[src/rtl/cgmt_pkg.sv]
// Shared types for the coarse-grained thread switch controller.
package cgmt_pkg;
    typedef enum logic [1:0] {
        CTX_IDLE  = 2'd0,
        CTX_READY = 2'd1,
        CTX_RUN   = 2'd2,
        CTX_WAIT  = 2'd3
    } ctx_state_e;
endpackage

[src/rtl/cgmt_ctx.sv]
// One hardware context: lifecycle state and saved resume PC.
// Assumes leave_stall / leave_preempt are only meaningful while this
// context is running; they are gated here by the RUN state.
module cgmt_ctx
    import cgmt_pkg::*;
#(
    parameter int PCW = 32
) (
    input  logic             clk,
    input  logic             rst_n,
    input  logic             launch_hit,
    input  logic [PCW-1:0]   launch_pc,
    input  logic             pick_hit,
    input  logic             leave_stall,
    input  logic             leave_preempt,
    input  logic             resume_hit,
    input  logic [PCW-1:0]   oldest_pc,
    output ctx_state_e       state,
    output logic [PCW-1:0]   saved_pc
);

    // Advance the context state and capture the resume PC on entry/exit.
    always_ff @(posedge clk) begin
        if (!rst_n) begin
            state    <= CTX_IDLE;
            saved_pc <= '0;
        end else begin
            case (state)
                CTX_IDLE: begin
                    if (launch_hit) begin
                        state    <= CTX_READY;
                        saved_pc <= launch_pc;
                    end
                end
                CTX_READY: begin
                    if (pick_hit) begin
                        state <= CTX_RUN;
                    end
                end
                CTX_RUN: begin
                    if (leave_stall) begin
                        state    <= CTX_WAIT;
                        saved_pc <= oldest_pc;
                    end else if (leave_preempt) begin
                        state    <= CTX_READY;
                        saved_pc <= oldest_pc;
                    end
                end
                CTX_WAIT: begin
                    if (resume_hit) begin
                        state <= CTX_READY;
                    end
                end
                default: state <= CTX_IDLE;
            endcase
        end
    end

endmodule

[src/rtl/cgmt_pick.sv]
// Successor selector: lowest index among ready contexts, skipping the
// demoted context unless it is the only one ready. Purely combinational.
module cgmt_pick #(
    parameter int NTHR = 4,
    parameter int TIDW = 2
) (
    input  logic [NTHR-1:0] ready_vec,
    input  logic [NTHR-1:0] demote_vec,
    output logic            any_ready,
    output logic [TIDW-1:0] pick_idx
);

    logic [NTHR-1:0] cand;

    // Two-tier fixed priority: normal candidates first, demoted as fallback.
    always_comb begin
        cand = ready_vec & ~demote_vec;
        if (cand == '0) begin
            cand = ready_vec;
        end
        any_ready = |ready_vec;
        pick_idx  = '0;
        for (int i = NTHR - 1; i >= 0; i--) begin
            if (cand[i]) begin
                pick_idx = TIDW'(i);
            end
        end
    end

endmodule

[src/rtl/cgmt_timer.sv]
// Starvation down-counter. Loads the limit on reload, counts down while
// a thread owns the pipeline, and reports zero as expiry.
module cgmt_timer #(
    parameter int TMRW = 16
) (
    input  logic            clk,
    input  logic            rst_n,
    input  logic            reload,
    input  logic [TMRW-1:0] limit,
    input  logic            count_en,
    output logic            expired
);

    logic [TMRW-1:0] cnt_q;

    // Reload has priority; otherwise count down and stop at zero.
    always_ff @(posedge clk) begin
        if (!rst_n) begin
            cnt_q <= '0;
        end else if (reload) begin
            cnt_q <= limit;
        end else if (count_en && cnt_q != '0) begin
            cnt_q <= cnt_q - 1'b1;
        end
    end

    assign expired = (cnt_q == '0);

endmodule

[src/rtl/cgmt_switch_ctrl.sv]
// Coarse-grained thread switch controller. Owns the choice of which
// context drives the pipeline; switches only on a long stall or on
// starvation-limit expiry. Assumes the pipeline presents oldest_pc in
// the cycle of the stall and acts on flush/redirect the cycle after.
module cgmt_switch_ctrl
    import cgmt_pkg::*;
#(
    parameter int NTHR = 4,
    parameter int PCW  = 32,
    parameter int TMRW = 16,
    localparam int TIDW = $clog2(NTHR)
) (
    input  logic             clk,
    input  logic             rst_n,
    input  logic             launch_valid,
    input  logic [TIDW-1:0]  launch_tid,
    input  logic [PCW-1:0]   launch_pc,
    input  logic             stall_valid,
    input  logic             stall_long,
    input  logic [NTHR-1:0]  resume,
    input  logic [PCW-1:0]   oldest_pc,
    input  logic [TMRW-1:0]  starve_limit,
    output logic [TIDW-1:0]  run_tid,
    output logic             run_valid,
    output logic             bubble,
    output logic             flush,
    output logic             redirect,
    output logic [PCW-1:0]   redirect_pc
);

    ctx_state_e       ctx_st  [NTHR];
    logic [PCW-1:0]   ctx_pc  [NTHR];
    logic [NTHR-1:0]  ready_vec;
    logic [NTHR-1:0]  run_vec;
    logic [NTHR-1:0]  launch_hit;
    logic [NTHR-1:0]  pick_hit;
    logic [NTHR-1:0]  demote_q;
    logic             have_next;
    logic [TIDW-1:0]  pick_idx;
    logic             tmr_zero;
    logic             stall_ev;
    logic             expire;
    logic             preempt;
    logic             sel_now;
    logic             tmr_reload;

    // Switch events seen by the running thread this cycle.
    assign stall_ev   = stall_valid && stall_long && run_valid;
    assign expire     = run_valid && tmr_zero && !stall_ev;
    assign preempt    = expire && have_next;
    assign sel_now    = have_next && (stall_ev || expire || !run_valid);
    assign tmr_reload = sel_now || (expire && !have_next);

    // Per-context state machines and request decode.
    for (genvar g = 0; g < NTHR; g++) begin : g_ctx
        assign ready_vec[g]  = (ctx_st[g] == CTX_READY);
        assign run_vec[g]    = (ctx_st[g] == CTX_RUN);
        assign launch_hit[g] = launch_valid && (launch_tid == TIDW'(g));
        assign pick_hit[g]   = sel_now && (pick_idx == TIDW'(g));

        cgmt_ctx #(
            .PCW (PCW)
        ) u_ctx (
            .clk           (clk),
            .rst_n         (rst_n),
            .launch_hit    (launch_hit[g]),
            .launch_pc     (launch_pc),
            .pick_hit      (pick_hit[g]),
            .leave_stall   (stall_ev),
            .leave_preempt (preempt),
            .resume_hit    (resume[g]),
            .oldest_pc     (oldest_pc),
            .state         (ctx_st[g]),
            .saved_pc      (ctx_pc[g])
        );
    end

    cgmt_pick #(
        .NTHR (NTHR),
        .TIDW (TIDW)
    ) u_pick (
        .ready_vec  (ready_vec),
        .demote_vec (demote_q),
        .any_ready  (have_next),
        .pick_idx   (pick_idx)
    );

    cgmt_timer #(
        .TMRW (TMRW)
    ) u_timer (
        .clk      (clk),
        .rst_n    (rst_n),
        .reload   (tmr_reload),
        .limit    (starve_limit),
        .count_en (run_valid),
        .expired  (tmr_zero)
    );

    // Remember the last preempted thread; any other switch clears it.
    always_ff @(posedge clk) begin
        if (!rst_n) begin
            demote_q <= '0;
        end else if (preempt) begin
            demote_q <= NTHR'(1) << run_tid;
        end else if (sel_now) begin
            demote_q <= '0;
        end
    end

    // Registered pipeline-facing controls.
    always_ff @(posedge clk) begin
        if (!rst_n) begin
            run_tid     <= '0;
            run_valid   <= 1'b0;
            flush       <= 1'b0;
            redirect    <= 1'b0;
            redirect_pc <= '0;
        end else begin
            flush    <= stall_ev || preempt;
            redirect <= sel_now;
            if (sel_now) begin
                run_tid     <= pick_idx;
                run_valid   <= 1'b1;
                redirect_pc <= ctx_pc[pick_idx];
            end else if (stall_ev) begin
                run_valid <= 1'b0;
            end
        end
    end

    assign bubble = !run_valid;

endmodule

[config.mk]
export PLATFORM = sky130hd
export DESIGN_NAME = cgmt_switch_ctrl
export DESIGN_NICKNAME = d
export VERILOG_FILES = /design/src/rtl/cgmt_pkg.sv /design/src/rtl/cgmt_ctx.sv /design/src/rtl/cgmt_pick.sv /design/src/rtl/cgmt_timer.sv /design/src/rtl/cgmt_switch_ctrl.sv
export SDC_FILE = /design/constraint.sdc
export NUM_CORES = 1
export LEC_CHECK = 0
export ABC_AREA = 0
export BUFFER_PORTS_ARGS = -buffer_cell sky130_fd_sc_hd__buf_2
export CORE_AREA = 5 5 204 206
export CTS_BUF_LIST = sky130_fd_sc_hd__clkbuf_4 sky130_fd_sc_hd__clkbuf_8
export CTS_CLUSTER_DIAMETER = 40
export CTS_CLUSTER_SIZE = 28
export DETAILED_ROUTE_END_ITERATION = 16
export DIE_AREA = 0 0 209 211
export RECOVER_POWER = 50
export SYNTH_ARGS = -nofsm -noshare
export SYNTH_HDL_FRONTEND = slang
export SYNTH_SLANG_ARGS = --single-unit
[constraint.sdc]
create_clock -name clk -period 3.1 [get_ports clk]
set_input_delay 0.465 -clock clk [delete_from_list [all_inputs] [get_ports clk]]
set_output_delay 0.465 -clock clk [all_outputs]
set_load 0.02 [all_outputs]
Yosys cells after proc, flatten, opt, wreduce, memory -nomap -nowiden
Cells that the tools add are included.
- logic and storage cells: 145
- bits in writable memories: 0
- memories: 0
- output and inout port bits: 38
- flip-flop bits (word level): 193
- latch bits: 0
- memory bits (read-only): 0
- add/sub/neg operators: 1
- shift-type cells: 1
- bitwise operators: 3
- multiplexer cells: 42
- equal/unequal tests: 34
- div/mod/pow operators: 0
- reductions and logical operators: 48
- order comparisons: 1
- multipliers: 0
- operators by type and width (operator ; number):
    2-to-1 mux 32 bit ; 8
    case mux 32 bit (2 select lines) ; 4
    binary-select mux 32 bit (select 2 bit) ; 1
    2-to-1 mux 2 bit ; 18
    2-to-1 mux 16 bit ; 2
    case mux 2 bit (4 select lines) ; 4
    == test 2 bit, second input constant ; 12
    logical AND 1 bit ; 16
    logical NOT 16 bit ; 1
    inequality test 2 bit, second input constant ; 8
    AND reduction 4 bit ; 4
    nonzero test 16 bit ; 1
    subtractor 16 x 1 -> 16 bit, second input constant ; 1
    nonzero test 2 bit ; 7
    == test 2 x 1 -> 1 bit, second input constant ; 6
    logical NOT 2 bit ; 6
    2-to-1 mux 4 bit ; 3
    inequality test 3 x 1 -> 1 bit, second input constant ; 4
    AND reduction 3 bit ; 4
    inequality test 2 x 1 -> 1 bit, second input constant ; 4
    bitwise AND 4 bit ; 1
    logical NOT 4 bit ; 1
    logical OR 1 bit ; 4
    inverter 4 bit ; 1
    6 further kinds ; 9

Depth between registers and ports, before layout
Gate-level depths: netlist of run 1.
- depth in word-level cells: 12
- mapped depth: 11
- depth with buffers taken out: 8

Hierarchy
Synthesis of run 1 repeated with hierarchy kept, for this count alone.
- cells, all modules: 991
- area total of the unflattened synthesis: 10451.3 sq um
- modules (own cells, without submodules) (module ; cells an instance ; instances ; area an instance (sq um) ; sequential area each (sq um)):
    cgmt_ctx ; 170 ; 4 ; 1757.9 ; 680.7
    cgmt_switch_ctrl ; 165 ; 1 ; 2285.9 ; 820.8
    cgmt_timer ; 123 ; 1 ; 977.2 ; 320.3
    cgmt_pick ; 23 ; 1 ; 156.4 ; 0.0

Least setup slack after synthesis of run 1
No wires, ideal clock.
- kind: reg-to-reg
- start point: register g_ctx[3].u_ctx.state[1]
- end point: register g_ctx[3].u_ctx.saved_pc[10]
- slack: 0.599 ns
- stages on the path, launching flop included: 10
- arrival time: 2.415 ns
- data required time: 3.014 ns
- setup time: 0.086 ns
- path buffers: 2
- clock period less this slack: 2.501 ns
- cells stage by stage: dfxtp_1 inv_1 ha_1 clkbuf_1 nor4_1 nor4b_4 a21oi_4 a21oi_2 clkbuf_1 a211oi_1
- longest elaborated chain between the ends: 5
- elaborated cells on any way between the ends: 10
- classes of those cells: eq/ne: 4; mux: 1; reduce/logical: 5
- RTL lines (item ; line ; RTL):
    from (decl) ; cgmt_ctx.sv:18 ; output ctx_state_e state,
    from (signal assigned) ; cgmt_ctx.sv:25 ; state <= CTX_IDLE;
    from (signal assigned) ; cgmt_ctx.sv:31 ; state <= CTX_READY;
    from (signal assigned) ; cgmt_ctx.sv:37 ; state <= CTX_RUN;
    == test 2 x 1 -> 1 bit ; cgmt_switch_ctrl.sv:56 ; assign ready_vec[g] = (ctx_st[g] == CTX_READY);
    OR reduction 4 bit ; cgmt_pick.sv:21 ; any_ready = |ready_vec;
    logical AND 1 bit ; cgmt_switch_ctrl.sv:50 ; assign preempt = expire && have_next;
    inequality test 3 x 1 -> 1 bit (no line) ; -- ;
    AND reduction 3 bit (no line) ; -- ;
    to (signal assigned) ; cgmt_ctx.sv:32 ; saved_pc <= launch_pc;
    to (signal assigned) ; cgmt_ctx.sv:43 ; saved_pc <= oldest_pc;
    to (signal assigned) ; cgmt_ctx.sv:46 ; saved_pc <= oldest_pc;
    to (decl) ; cgmt_ctx.sv:19 ; output logic [PCW-1:0] saved_pc
Parallel ways exist; a longest one is shown, timed or not.
A chain may end at the register's enable or synchronous reset.

Worst setup path in the final report of run 1
- start point: register g_ctx[3].u_ctx.state[1]
- end point: register u_timer.cnt_q[7]
- longest elaborated chain between the ends: 6
- elaborated cells on any way between the ends: 8
- classes of those cells: eq/ne: 1; mux: 1; reduce/logical: 6
- RTL lines (item ; line ; RTL):
    == test 2 x 1 -> 1 bit * ; cgmt_switch_ctrl.sv:56 ;
    OR reduction 4 bit * ; cgmt_pick.sv:21 ;
    logical NOT 1 bit ; cgmt_switch_ctrl.sv:52 ; assign tmr_reload = sel_now || (expire && !have_next);
    logical AND 1 bit ; cgmt_switch_ctrl.sv:52 ;
    logical OR 1 bit * ; cgmt_switch_ctrl.sv:52 ;
    2-to-1 mux 16 bit / nonzero test 2 bit (equally long branches) ; -- ;
    to (signal assigned) ; cgmt_timer.sv:21 ; cnt_q <= limit;
    to (signal assigned) ; cgmt_timer.sv:23 ; cnt_q <= cnt_q - 1'b1;
    to (decl) ; cgmt_timer.sv:14 ; logic [TMRW-1:0] cnt_q;
Mark *: on every way between the ends. The rest lies on a longest branch, timed or not.

==> results of run 1 <==
## final cells by class
class | instances | area, um^2 | area share
diodes | 7 | 17.5 | 0.00155
clock inverters | 13 | 135 | 0.0119
multi-input cells | 789 | 5450 | 0.481
repair buffers | 158 | 875 | 0.0772
flip-flops and latches | 193 | 3860 | 0.341
inverters | 20 | 77.6 | 0.00684
clock buffers | 19 | 262 | 0.0231
well taps | 525 | 657 | 0.0580
## state kept, by name, indices dropped and copies added (netlist names)
register / count
redirect_pc: 32
u_timer.cnt_q: 16
demote_q: 4
g_ctx.u_ctx.saved_pc: 128
run_tid: 2
g_ctx.u_ctx.state: 8
flush: 1
redirect: 1
run_valid: 1
## how the worst max path moves through the flow
stage / from / end / cells after the start
floorplan: g_ctx[3].u_ctx.state[1] / g_ctx[3].u_ctx.saved_pc[10] / 9
global placement: g_ctx[1].u_ctx.state[1] / redirect_pc[14] / 9
detailed placement: g_ctx[1].u_ctx.state[1] / redirect_pc[31] / 9
CTS: g_ctx[1].u_ctx.state[1] / redirect_pc[31] / 9
global route: g_ctx[3].u_ctx.state[1] / g_ctx[3].u_ctx.saved_pc[14] / 10
finish: g_ctx[3].u_ctx.state[1] / u_timer.cnt_q[7] / 9
## routing by layer
layer / track usage / vias to the layer above
met4: 0.0412 / 16
met5: 0 / -
li1: - / 4205
met2: 0.219 / 209
met1: 0.182 / 4124
met3: 0.0478 / 43
## worst min-delay path: cells and delay by family
kind	cells	cell delay [ps]
buffers and inverters	1	90
AND/OR/NAND/NOR	1	80
AO/OA/AOI/OAI	1	70
## power groups by stage
stage	combinational, mW	clock [mW]	sequential, mW
5_1_grt	5.84	1.86	3.81
4_1_cts	5.41	1.79	3.71
3_5_place_dp	5.40	0	3.76
2_1_floorplan	3.51	0	3.82
3_3_place_gp	5.33	0	3.74
6_report	5.30	1.70	3.72
## kinds of logic after synthesis
kind of cell,synth area share
mux,0.178
compound gates,0.229
flops,0.398
simple gates,0.122
fa+ha+maj,0.0258
buf+inv,0.0456
xor+xnor,0.000902
## placed cells by master (no fill, tap or decap), types with 5 or more instances in the layout
master and n:
dfxtp_1 193, nor2_1 151, mux2i_1 136, a211oi_1 130
buf_2 90, nand2_1 70, a21oi_1 63, o21ai_0 48
clkbuf_1 41, a221oi_1 33, mux2_2 33, inv_1 19
clkbuf_8 19, buf_4 19, ha_1 16, nand2b_1 11
o22ai_1 10, nand3_1 10, diode_2 7, nor2b_1 5
or3_1 5, buf_12 5
## stage by stage
| stage | instance area [um^2] | cells | setup slack, ps | power (mW) |
|---|---|---|---|---|
| 2_1_floorplan | 9710 | 1092 | 599 | 7.32 |
| 3_3_place_gp | 11000 | 1685 | 401 | 9.07 |
| 3_5_place_dp | 11000 | 1685 | 360 | 9.16 |
| 4_1_cts | 11400 | 1717 | 322 | 10.9 |
| 5_1_grt | 11300 | 1721 | 63.7 | 11.5 |
| 6_report | 11300 | 1724 | 280 | 10.7 |
==> flow_summary.json, run 1 <==
{
  "finalCriticalPeriod_ps": 2820,
  "seqPwrFrac": 0.347,
  "vias": 8597,
  "r2r_slack_ps": 280,
  "routed_wl_um": 31200,
  "syn_area_um2": 9710,
  "gr-total-overflow": 0,
  "synthesis.nets": 1203,
  "ys_top_cells_by_count": "193 x dfxtp_1, 153 x nor2_1, 136 x mux2i_1",
  "drive_gt1_frac": 0.169,
  "end_kind": "register",
  "yosysSeqAreaShare": 0.398,
  "required_ps": 3510,
  "peakVddDrop_mv": 0.497,
  "first_global_vias": 8324,
  "grt_pass1_wl_um": 48600,
  "die_w_um": 209,
  "routedWlPerCell_um": 18.1,
  "reg2regPathDepth": 9,
  "synth_cells": 1092,
  "dieHeight_um": 211,
  "synth_ff_type": "dfxtp_1",
  "cts_resized": 0,
  "clock-skew-final_ps": 31.0,
  "fillers": 4292,
  "switching_power_mw": 4.90,
  "synth_top_area_frac": 0.398,
  "dpl.hpwl_um": 19800,
  "cp.arrival_ps": 3230,
  "cts-root-buf": "clkbuf_8",
  "fmax_ghz": 0.355,
  "post-route-period-util": 0.910,
  "clk_path_buf_depth": 2,
  "p_clk_frac": 0.159,
  "grt_antenna_before_repair": 14,
  "worst_path_dominant_cell_family": "simple AND/OR/NAND/NOR gates",
  "num_rows": 73,
  "top_layer_used": "met5",
  "yosysTopAreaCell": "dfxtp_1",
  "p_leak_nw": 3.83,
  "maxCapViolations": 0,
  "synth-async-reset-ratio": 0,
  "rsz0062_at_grt": "false",
  "first_pass_iters": 5,
  "slowest_stage": "dfxtp_1",
  "postCtsSetupBuffers": 0,
  "grtUsageTotal": 0.139,
  "cts.clk_slew.worst_paths_ps": 110,
  "clock_sinks": 193,
  "cts_hold_buf": 0,
  "tns_ps": 0,
  "cp-start-kind": "register",
  "postSynthAreaPerCell_um2": 8.89,
  "tightest_slew_ps": 834,
  "clkLatencyLatePin_ps": 510,
  "holdPathEnd": "u_timer.cnt_q[0]",
  "start_util": 0.246,
  "cp_num_buf_inv": 3,
  "antenna_left": 0,
  "finish.utilization": 0.287,
  "path_cells": "inv_1 -> ha_1 -> nor4_1 -> clkbuf_1 -> nand2_1 -> nand2_1 -> clkbuf_1 -> nor2_1 -> a311oi_1",
  "relSlewSlack": 0.444,
  "drt_iter0_drc": 556,
  "power_density_nw_per_um2": 945,
  "die_area_um2": 44100,
  "numPortBuffers": 128,
  "internal-power_mw": 5.82,
  "worstHoldStart": "starve_limit[0]",
  "cts_made_buffers": 17,
  "p_comb_frac": 0.494,
  "yosysWarnings": 0,
  "slew_violations": 0,
  "post-route-drc-count": 0,
  "status": "completed",
  "hp-class": "primary input to register",
  "slowest_delay_ps": 400,
  "hold_slack_ps": 243,
  "setup_viol": 0,
  "synth_cell_type_count": 57,
  "worstSetupPathType": "register to register",
  "syn2layout_area_growth_pct": 16.7,
  "dr_wl_met3_um": 2280,
  "tritoncts": "done",
  "switching_share": 0.457,
  "core_area_um2": 39500,
  "finalWeightedCongestion": 0.812,
  "synth-edff-count": 0,
  "grt_max_degree": 83,
  "io_pins": 129,
  "regToRegEndpoint": "u_timer.cnt_q[7]",
  "ys_seq_elements": 193,
  "finalNetCount": 1290,
  "hold_depth": 3,
  "critPathMaxFanout": 9,
  "met1_length_um": 14300,
  "synth_area_leaders": "dfxtp_1 40%, mux2i_1 14%, a211oi_1 10%, nor2_1 5.9%, mux2_2 3.8%",
  "viasPerCell": 4.99,
  "r2r-start": "g_ctx[3].u_ctx.state[1]",
  "hold_viol": 0,
  "dr_wl_met2_um": 14200,
  "htreeDepth": 4,
  "synthMostInstantiatedCell": "dfxtp_1"
}
(Power assumes the default switching activity.)
==> run 2, diff against run 1 <==
==> constraint.sdc (replaced) <==
create_clock -name clk -period 3.49 [get_ports clk]
set_input_delay 0.5235 -clock clk [delete_from_list [all_inputs] [get_ports clk]]
set_output_delay 0.5235 -clock clk [all_outputs]
set_load 0.02 [all_outputs]
==> run 2 against run 1 <==
  * Cell count down 0.41%
  * Critical endpoint is now redirect_pc[28]
  * Sequential share of layout area up 0.33 points
  * Combinational power down 13%
  * Sequential cell count unchanged
==> flow_summary.json, run 2 (synthesis results as in run 1) <==
{
  "hold_slack_ps": 290,
  "switching_power_mw": 4.34,
  "hold_depth": 3,
  "setup_slack_ps": 375,
  "rsz0062_at_grt": "false",
  "clock-skew-final_ps": 25.4,
  "drive_gt1_frac": 0.165,
  "internal-power_mw": 5.09,
  "setup_viol": 0,
  "slew_violations": 0,
  "mostFrequentLayoutCell": "dfxtp_1",
  "post-route-period-util": 0.893,
  "dpl.hpwl_um": 20600,
  "post-route-drc-count": 0,
  "cts.clk_slew.worst_paths_ps": 120,
  "clkLatencyLatePin_ps": 510,
  "fmax_ghz": 0.321,
  "routed_wl_um": 31700,
  "regMostFlops": "g_ctx.u_ctx.saved_pc",
  "tns_ps": 0,
  "status": "completed",
  "hp-class": "primary input to register",
  "cts-root-buf": "clkbuf_8",
  "clk_path_buf_depth": 2,
  "finalCriticalPeriod_ps": 3120,
  "finalWeightedCongestion": 0.793,
  "die_area_um2": 44100,
  "tightest_slew_ps": 1080,
  "critPathMaxFanout": 20,
  "seqPwrFrac": 0.351,
  "power_density_nw_per_um2": 840,
  "r2r-start": "g_ctx[1].u_ctx.state[1]",
  "core_area_um2": 39500,
  "die_w_um": 209,
  "reg2regPathDepth": 8,
  "finish.utilization": 0.285,
  "cts_hold_buf": 0,
  "cp.arrival_ps": 3540,
  "stdcell_count": 1717,
  "worst_path_dominant_cell_family": "compound AO/OA/AOI/OAI gates",
  "fin_area_um2": 11200,
  "gr-total-overflow": 0,
  "layout_common_cells": "193 x dfxtp_1, 151 x nor2_1, 136 x mux2i_1",
  "p_comb_frac": 0.489,
  "numPortBuffers": 128,
  "hold_viol": 0,
  "io_pins": 129,
  "num_rows": 73,
  "grtUsageTotal": 0.139,
  "path_cells": "inv_1 -> ha_1 -> or4_1 -> nand2_1 -> o31a_1 -> buf_4 -> a221oi_1 -> a21oi_1",
  "worstSetupPathType": "register to register",
  "clock_sinks": 193,
  "first_pass_iters": 5,
  "tritoncts": "done",
  "required_ps": 3910,
  "grt_max_degree": 79,
  "critical_path_depth": 8,
  "postCtsSetupBuffers": 0,
  "viasPerCell": 5.02,
  "syn2layout_area_growth_pct": 15.6,
  "cp_num_buf_inv": 2,
  "cts_resized": 0,
  "dieHeight_um": 211,
  "dpl.cell_count": 1682,
  "vias": 8624,
  "p_clk_frac": 0.160,
  "end_kind": "register",
  "start_util": 0.246,
  "critPathLaunch": "g_ctx[1].u_ctx.state[1]",
  "htreeDepth": 4,
  "slowest_delay_ps": 850,
  "routedWlPerCell_um": 18.4,
  "drt_iter0_drc": 584,
  "slowest_stage": "o31a_1",
  "first_global_vias": 8466,
  "grt_pass1_wl_um": 48900,
  "largest_reg_flops": 128,
  "cts_made_buffers": 17,
  "peakVddDrop_mv": 0.290,
  "maxCapViolations": 0,
  "relSlewSlack": 0.279,
  "dpl_worst_slack_ps": 626,
  "finalNetCount": 1287,
  "cp-start-kind": "register",
  "grt_antenna_before_repair": 6,
  "worstHoldStart": "starve_limit[7]",
  "antenna_left": 0,
  "p_leak_nw": 3.80,
  "switching_share": 0.460,
  "placed_area_um2": 10900,
  "total_power_mw": 9.44,
  "top_regs": "g_ctx.u_ctx.saved_pc x128, redirect_pc x32, u_timer.cnt_q x16"
}
[run 2: power by group through the flow]
stage / Combinational, mW / Sequential (mW) / Clock [mW]
finish: 4.62 / 3.31 / 1.51
detailed placement: 4.71 / 3.35 / 0
global route: 5.08 / 3.39 / 1.65
floorplan: 3.11 / 3.39 / 0
CTS: 4.72 / 3.31 / 1.57
global placement: 4.60 / 3.34 / 0
[run 2: final cells by class]
type | count | area [um^2]
inverter | 20 | 77.6
timing repair buffer | 155 | 822
multi-input combinational | 789 | 5410
clock buffer | 18 | 248
clock inverter | 14 | 140
fill | 4260 | 28200
tap | 525 | 657
antenna | 3 | 7.51
sequential | 193 | 3860
[run 2: per-layer routing]
metal  GRT usage  wire length [um]
met1       0.186             14400
met2       0.228             14800
met3      0.0278              1640
met4      0.0459               792
met5           0                45
[run 2: final timing paths]
path / endpoint / slack [ps]
worst max-delay path: redirect_pc[28] / 370
worst min-delay path: u_timer.cnt_q[7] / 290
worst max register to register: redirect_pc[28] / 370
worst min register to register: redirect_pc[14] / 460
[run 2: worst register-to-register path, stage by stage, from the launching register on]
cell and delay [ps]:
dfxtp_1 410, inv_1 90, ha_1 280, or4_1 630
nand2_1 100, o31a_1 850, buf_4 390, a221oi_1 90
a21oi_1 200
